--- src/rtl/adec_pkg.sv ---
package adec_pkg;
  localparam int ADDR_W = 32;
  // privilege code bit positions
  localparam int PRIV_SUP_BIT  = 0;  // 1 = supervisor
  localparam int PRIV_DATA_BIT = 1;  // 1 = data access, 0 = fetch

  function automatic logic region_hit(input logic [ADDR_W-1:0] addr,
                                      input logic [ADDR_W-1:0] base,
                                      input logic [ADDR_W-1:0] mask);
    return (addr & mask) == base;
  endfunction

  function automatic logic priv_ok(input logic [1:0] priv,
                                   input logic user_allowed,
                                   input logic fetch_allowed);
    logic user_bad, fetch_bad;
    user_bad  = !priv[PRIV_SUP_BIT]  && !user_allowed;
    fetch_bad = !priv[PRIV_DATA_BIT] && !fetch_allowed;
    return !(user_bad || fetch_bad);
  endfunction
endpackage

--- src/rtl/adec_region_match.sv ---
module adec_region_match #(
  parameter int NT = 4,
  parameter logic [NT*32-1:0] BASES = '0,
  parameter logic [NT*32-1:0] MASKS = '0
) (
  input  logic [31:0]   addr,
  output logic [NT-1:0] hits
);
  for (genvar i = 0; i < NT; i++) begin : g_reg
    assign hits[i] = adec_pkg::region_hit(addr, BASES[i*32 +: 32], MASKS[i*32 +: 32]);
  end
endmodule

--- src/rtl/adec_prio_pick.sv ---
module adec_prio_pick #(
  parameter int NT = 4
) (
  input  logic [NT-1:0] hits,
  output logic [NT-1:0] pick,
  output logic          any
);
  logic [NT:0] lower_hit;
  assign lower_hit[0] = 1'b0;
  for (genvar i = 0; i < NT; i++) begin : g_pr
    assign pick[i]        = hits[i] && !lower_hit[i];
    assign lower_hit[i+1] = lower_hit[i] || hits[i];
  end
  assign any = lower_hit[NT];


  lowest_wins_chk: assert final ($onehot0(pick) && (any == (pick != '0)));
endmodule

--- src/rtl/adec_err_resp.sv ---
module adec_err_resp #(
  parameter int TAG_W = 2
) (
  input  logic             clk,
  input  logic             rst_n,
  input  logic             load,
  input  logic [TAG_W-1:0] load_tag,
  input  logic             load_write,
  input  logic             d_ready,
  output logic             d_valid,
  output logic [TAG_W-1:0] d_tag,
  output logic             d_write,
  output logic             d_err,
  output logic [31:0]      d_rdata
);
  always_ff @(posedge clk) begin
    if (!rst_n) begin
      d_valid <= 1'b0;
      d_tag   <= '0;
      d_write <= 1'b0;
      d_err   <= 1'b0;
    end else if (load) begin
      d_valid <= 1'b1;
      d_tag   <= load_tag;
      d_write <= load_write;
      d_err   <= 1'b1;
    end else if (d_valid && d_ready) begin
      d_valid <= 1'b0;
      d_err   <= 1'b0;
    end
  end
  assign d_rdata = '0;


  resp_hold_chk: assert property (@(posedge clk) disable iff (!rst_n)
    d_valid && !d_ready |=> d_valid && $stable(d_tag) && $stable(d_write) && d_err);

  resp_drop_chk: assert property (@(posedge clk) disable iff (!rst_n)
    d_valid && d_ready && !load |=> !d_valid);
endmodule

--- src/rtl/addr_err_ctrl.sv ---
module addr_err_ctrl #(
  parameter int NT    = 4,
  parameter int TAG_W = 2,
  parameter logic [NT*32-1:0] BASES = {32'h0000_0000, 32'h8000_0000, 32'h0001_0000, 32'h0000_0000},
  parameter logic [NT*32-1:0] MASKS = {32'hFFF0_0000, 32'hFFFF_F000, 32'hFFFF_0000, 32'hFFFF_0000},
  parameter logic [NT-1:0] ALLOW_USER  = 4'b1011,
  parameter logic [NT-1:0] ALLOW_FETCH = 4'b0011
) (
  input  logic             clk,
  input  logic             rst_n,
  input  logic             a_valid,
  output logic             a_ready,
  input  logic [31:0]      a_addr,
  input  logic [1:0]       a_size,
  input  logic             a_write,
  input  logic [TAG_W-1:0] a_tag,
  input  logic [1:0]       a_priv,
  input  logic [2:0]       a_seq,
  input  logic             a_lock,
  output logic             t_valid,
  output logic [NT-1:0]    t_sel,
  input  logic [NT-1:0]    t_ready,
  output logic [31:0]      t_addr,
  output logic [1:0]       t_size,
  output logic             t_write,
  output logic [TAG_W-1:0] t_tag,
  output logic [1:0]       t_priv,
  output logic [2:0]       t_seq,
  output logic             t_lock,
  output logic             d_valid,
  input  logic             d_ready,
  output logic [TAG_W-1:0] d_tag,
  output logic             d_write,
  output logic             d_err,
  output logic [31:0]      d_rdata
);
  logic [NT-1:0] hits, pick;
  logic          any_hit, perm_ok, route_ok, busy, tgt_rdy, err_take;

  adec_region_match #(.NT(NT), .BASES(BASES), .MASKS(MASKS)) u_match (
    .addr(a_addr), .hits(hits));

  adec_prio_pick #(.NT(NT)) u_pick (.hits(hits), .pick(pick), .any(any_hit));

  assign perm_ok  = adec_pkg::priv_ok(a_priv, |(pick & ALLOW_USER), |(pick & ALLOW_FETCH));
  assign route_ok = any_hit && perm_ok;
  assign busy     = d_valid;
  assign tgt_rdy  = |(pick & t_ready);
  assign err_take = a_valid && !route_ok && !busy;

  assign t_valid = a_valid && route_ok && !busy;
  assign t_sel   = t_valid ? pick : '0;
  assign a_ready = a_valid && !busy && (route_ok ? tgt_rdy : 1'b1);

  assign t_addr  = a_addr;
  assign t_size  = a_size;
  assign t_write = a_write;
  assign t_tag   = a_tag;
  assign t_priv  = a_priv;
  assign t_seq   = a_seq;
  assign t_lock  = a_lock;

  adec_err_resp #(.TAG_W(TAG_W)) u_err (
    .clk(clk), .rst_n(rst_n), .load(err_take), .load_tag(a_tag), .load_write(a_write),
    .d_ready(d_ready), .d_valid(d_valid), .d_tag(d_tag), .d_write(d_write),
    .d_err(d_err), .d_rdata(d_rdata));


  err_follows_chk: assert property (@(posedge clk) disable iff (!rst_n)
    a_valid && a_ready && !t_valid |=> d_valid && d_err && d_rdata == '0 && d_tag == $past(a_tag));

  hold_off_chk: assert property (@(posedge clk) disable iff (!rst_n)
    d_valid |-> !a_ready && !t_valid);

  sel_onehot_chk: assert property (@(posedge clk) disable iff (!rst_n)
    t_valid |-> $onehot(t_sel));

  ready_link_chk: assert property (@(posedge clk) disable iff (!rst_n)
    t_valid |-> a_ready == |(t_sel & t_ready));
endmodule

--- config.mk ---
export PLATFORM = sky130hd
export DESIGN_NAME = addr_err_ctrl
export DESIGN_NICKNAME = d
export VERILOG_FILES = /design/src/rtl/adec_pkg.sv /design/src/rtl/adec_region_match.sv /design/src/rtl/adec_prio_pick.sv /design/src/rtl/adec_err_resp.sv /design/src/rtl/addr_err_ctrl.sv
export SDC_FILE = /design/constraint.sdc
export NUM_CORES = 1
export LEC_CHECK = 0
export ABC_CLOCK_PERIOD_IN_PS = 2600
export BUFFER_PORTS_ARGS = -buffer_cell sky130_fd_sc_hd__buf_2
export CORE_MARGIN = 10
export CORE_UTILIZATION = 31
export CTS_BUF_LIST = sky130_fd_sc_hd__clkbuf_8
export CTS_CLUSTER_DIAMETER = 60
export DETAILED_ROUTE_END_ITERATION = 7
export GPL_TIMING_DRIVEN = 1
export HOLD_SLACK_MARGIN = 0.03
export MAX_ROUTING_LAYER = met4
export PLACE_DENSITY = 0.84
export SLEW_MARGIN = 30
export SYNTH_ARGS = -nofsm -noshare
export SYNTH_HDL_FRONTEND = slang
export SYNTH_HIERARCHICAL = 1
export SYNTH_SLANG_ARGS = --single-unit
--- constraint.sdc ---
create_clock -name clk -period 2.6 [get_ports clk]
set_input_delay 0.39 -clock clk [delete_from_list [all_inputs] [get_ports clk]]
set_output_delay 0.39 -clock clk [all_outputs]
set_load 0.01 [all_outputs]
==> reports/qor.yml, run 1 <==
cts_root_buf: "clkbuf_8"
io_pins: 137
portBuffers: 68
hpwl_mm: 2.47
synthArstFlopShare_pct: 0
placementRows: 19
die_w_um: 75.2
worstEndpointGrtRepair: "t_sel[2]"
track_usage_pct: 8.13
dieHeight_um: 75.2
cts_buffer_depth: 2
overflow: 0
cts_buffers: 3
status: "did not finish"
yosysWarnings: 6
synth_ff_type: "dfxtp_1"
synthCells: 121
gp_congestion: 0.667
synth_cell_types: 27
cts.sinks: 4
grt_max_degree: 8
synth-edff-count: 0
syn_avg_cell_area_um2: 7.80
worstEndpointType: "primary output"
grt_pass1_wl_mm: 3.56
ys_ff_latch: 4
lastStage: "detailed routing (5_2_route)"
antenna_found_initial: 0
htreeDepth: 1
synth_area_um2: 943
first-error: "[ERROR DRT-0255] Maze Route cannot find path of net a_seq[2] in worker of routeBox ( 48300 0 ) ( 75165 48300 )."
yosysSeqAreaShare_pct: 8.49
start_util_pct: 33.3
grt_pass1_vias: 744
cells in the mapped netlist, types with 2 or more instances:
cell type / count / area [um^2]
a22oi_1: 2 / 15.0
and2_1: 2 / 12.5
and3_1: 3 / 18.8
buf_4: 77 / 578
dfxtp_1: 4 / 80.1
mux2i_1: 3 / 30.0
nor2_1: 2 / 7.51
nor2b_1: 6 / 37.5
nor3_1: 3 / 15.0
nor4_2: 2 / 25.0
stage by stage:
step                std cells  hold WS [ns]  utilization, %  setup WS (ns)  area, um^2
detailed placement        177         0.506            31.2         0.0681         883
global route              181         0.454            33.9        0.00460         960
floorplan                 152         0.508               -          0.211        1060
CTS                       180         0.415            32.7         0.0581         925
global placement          177         0.493            31.2          0.115         883
metal layers:
layer	GRT usage (%)
met5	-
met4	2.27
met3	3.29
met2	15.7
met1	7.07
kinds of logic after synthesis:
group / Yosys count / synth area share (%)
and+or+nand+nor: 28 / 20.4
muxes: 3 / 3.18
DFF: 4 / 8.49
other: 1 / 0.397
AOI/OAI and AO/OA: 7 / 5.84
buffers and inverters: 78 / 61.7
repair_timing:
item	in CTS	in global routing
buffers inserted	0	1
setup endpoints to repair	0	3
resized for setup	0	7
hold buffers	0	0
==> inputs of run 2 (changes only) <==
--- a/config.mk
+++ b/config.mk
@@ -7,15 +7,11 @@
 export LEC_CHECK = 0
 export ABC_CLOCK_PERIOD_IN_PS = 2600
 export BUFFER_PORTS_ARGS = -buffer_cell sky130_fd_sc_hd__buf_2
-export CORE_MARGIN = 10
-export CORE_UTILIZATION = 31
-export CTS_BUF_LIST = sky130_fd_sc_hd__clkbuf_8
-export CTS_CLUSTER_DIAMETER = 60
+export CORE_AREA = 10 10 71 73
 export DETAILED_ROUTE_END_ITERATION = 7
+export DIE_AREA = 0 0 81 83
 export GPL_TIMING_DRIVEN = 1
-export HOLD_SLACK_MARGIN = 0.03
-export MAX_ROUTING_LAYER = met4
-export PLACE_DENSITY = 0.84
+export PLACE_DENSITY_LB_ADDON = 0.15
 export SLEW_MARGIN = 30
 export SYNTH_ARGS = -nofsm -noshare
 export SYNTH_HDL_FRONTEND = slang
==> run 2 against run 1 <==
The run now ends clean. Global-route usage fell by 0.92 points. Area after synthesis unchanged. Synthesized cell count unchanged.
==> reports/qor.yml, run 2 <==
cts_buffers: 3  # unchanged
critPathArrivalTime_ns: 2.07
track_usage_pct: 7.22  # was 8.13%
n_antenna_cell: 0
start_util_pct: 26.0  # was 33.3%
drc: 0
worstHoldEndpoint: "u_err/d_err$_SDFFE_PN0P_"
io_pins: 137  # unchanged
synth_top_area_share_pct: 61.3  # unchanged
synth-edff-count: 0  # unchanged
cts_tree: "built"
htreeDepth: 1  # unchanged
via_count: 761
place_inst: 195  # was 177
synth_largest_area_cell: "buf_4"  # unchanged
required_ns: 2.21
hold_path_depth: 2
seqPwrFrac_pct: 21.6
yosysWarnings: 6  # unchanged
worstHoldPathType: "input pin to flip-flop"
wl_mm: 2.86
ys_top_cells_by_count: "buf_4, nor2b_1, dfxtp_1"  # unchanged
cp_num_buf_inv: 3
critPathSlowestCell: "and4b_2"
overflow: 0  # unchanged
portBuffers: 68  # unchanged
post_drt_wl_per_cell_um: 14.5
synthCells: 121  # unchanged
layout_common_cells: "buf_2, conb_1, nor2b_1"
fmax_ghz: 0.407
p_leak_nw: 0.566
stdcell_count: 198
ys_ff_latch: 4  # unchanged
rr_worst_depth: 5
finalSetupViolations: 0
drtPass1Iterations: 4
skew_ns: 0.00213
timing.max_cap.violations: 0
cpPeakStageDelay_ns: 0.30
area_growth_pct: 6.50
cp_max_fo: 4
clk_pin_slew_worst_paths_ns: 0.03
synth.most_common_cell: "buf_4"  # unchanged
synthArstFlopShare_pct: 0  # unchanged
ir_drop_mv: 0.227
drt_iter0_drc: 26
critPathMostFrequentCell: "buf_2"
synth_area_um2: 943  # unchanged
grt_pass1_wl_mm: 3.97  # was 3.56 mm
end_kind: "primary output"
comb_power_share_pct: 37.8
largest_register_ff_count: 2
slew_viol_final: 0
sw_frac_of_total_pct: 33.3
ys_top_cells_by_area: "buf_4, dfxtp_1, nor2b_1, mux2i_1, nor4_2"  # unchanged
pwr-share-clk_pct: 40.6
regMostFlops: "u_err/d_tag"
start_kind: "input pin"
placementRows: 22  # was 19
cts_buffer_depth: 2  # unchanged
syn_avg_cell_area_um2: 7.80  # unchanged
yosysSeqAreaShare_pct: 8.49  # unchanged
core_um2: 3630
r2r_start: "u_err/d_err$_SDFFE_PN0P_"
cts_root_buf: "clkbuf_8"  # unchanged
min_from: "rst_n"
regToRegEndpoint: "u_err/d_write$_SDFFE_PN0P_"
die_w_um: 81  # was 75.2 um
r2r_slack_ns: 1.51
finalCritPeriodShare_pct: 94.5
layout_commonest_cell: "buf_2"
grt_pass1_vias: 815  # was 744
p_int_mw: 0.212
power_switching_mw: 0.106
drive_gt1_share_pct: 58.7
ant_nets: 0
hpwl_mm: 2.65  # was 2.47 mm
crit_chain: "buf_2 -> nor4_4 -> and4b_2 -> and3_4 -> nor4b_2 -> buf_4 -> o21ai_2 -> a21oi_1 -> a31oi_1 -> buf_2"
status: "completed"  # was did not finish
cts.sinks: 4  # unchanged
antenna_found_initial: 0  # unchanged
clk_latency_ns: 0.22
dieHeight_um: 83  # was 75.2 um
dieArea_um2: 6720
finalHoldViolCount: 0
worstSetupPathType: "input pin to primary output"
gp_congestion: 0.677  # was 0.667
crit_family: "simple AND/OR/NAND/NOR gates"
synth_cell_types: 27  # unchanged
holdWs_ns: 0.418
nNetsFinal: 203
ctsHoldBuffers: 0  # unchanged
vias_per_cell: 3.84
largest_registers: "u_err/d_tag (2), u_err/d_err (1), u_err/d_write (1)"
powerDensity_nw_per_um2: 317
period_minus_slack_ns: 2.46
synth_ff_type: "dfxtp_1"  # unchanged
grt_max_degree: 6  # was 8
[run 2: logic make-up after synthesis]
| logic type | after synthesis | synth area share [%] |
|---|---|---|
| simple gates | 28 | 20.4 |
| compound gates | 7 | 5.84 |
| other cells | 1 | 0.397 |
| flops | 4 | 8.49 |
| buf+inv | 78 | 61.7 |
| mux | 3 | 3.18 |
[run 2: area by class of cell]
cell class | count | area, um^2
repair buffers | 72 | 370
fillers | 412 | 2630
inverters | 1 | 3.75
clock buffers | 3 | 41.3
multi-input cells | 70 | 449
flip-flops and latches | 4 | 80.1
well taps | 48 | 60.1
[run 2: worst max-delay path by stage]
stage | start | depth (start not counted) | end
after floorplan | a_addr[21] | 6 | t_sel[2]
after global placement | a_addr[26] | 9 | t_sel[3]
after detailed placement | a_addr[26] | 9 | t_sel[2]
after CTS | a_addr[26] | 9 | t_sel[2]
after global routing | a_addr[26] | 10 | a_ready
final | a_addr[26] | 10 | a_ready
[run 2: power by group through the flow]
stage / logic [mW] / registers [mW] / clock network, mW
floorplan: 0.144 / 0.0708 / 0
global placement: 0.115 / 0.0694 / 0
detailed placement: 0.115 / 0.0695 / 0
CTS: 0.115 / 0.0687 / 0.133
global route: 0.132 / 0.0693 / 0.137
finish: 0.120 / 0.0686 / 0.129
[run 2: layer usage]
layer / vias up / routed length (um) / global-route usage [%]
li1: 348 / - / -
met1: 326 / 890 / 6.36
met2: 75 / 1250 / 12.2
met3: 12 / 604 / 3.88
met4: 0 / 114 / 4.85
met5: - / 0 / 0
[run 2: stage by stage]
stage / area [um^2] / worst slack (ns) / utilization [%] / TNS, ns / power, mW
6_report: 1000 / 0.142 / 27.7 / 0 / 0.318
5_1_grt: 1000 / -0.0150 / 27.7 / -0.0150 / 0.339
4_1_cts: 953 / 0.0285 / 26.2 / 0 / 0.317
3_5_place_dp: 912 / 0.0286 / 25.1 / 0 / 0.184
3_3_place_gp: 912 / 0.101 / 25.1 / 0 / 0.184
2_1_floorplan: 1060 / 0.211 / - / 0 / 0.215
[run 2: what timing repair did]
item,CTS,global route
setup buffers,0,0
gates resized for setup,0,10
endpoints found under the setup margin,0,4
No activity file was read; power rests on OpenSTA's default activity.
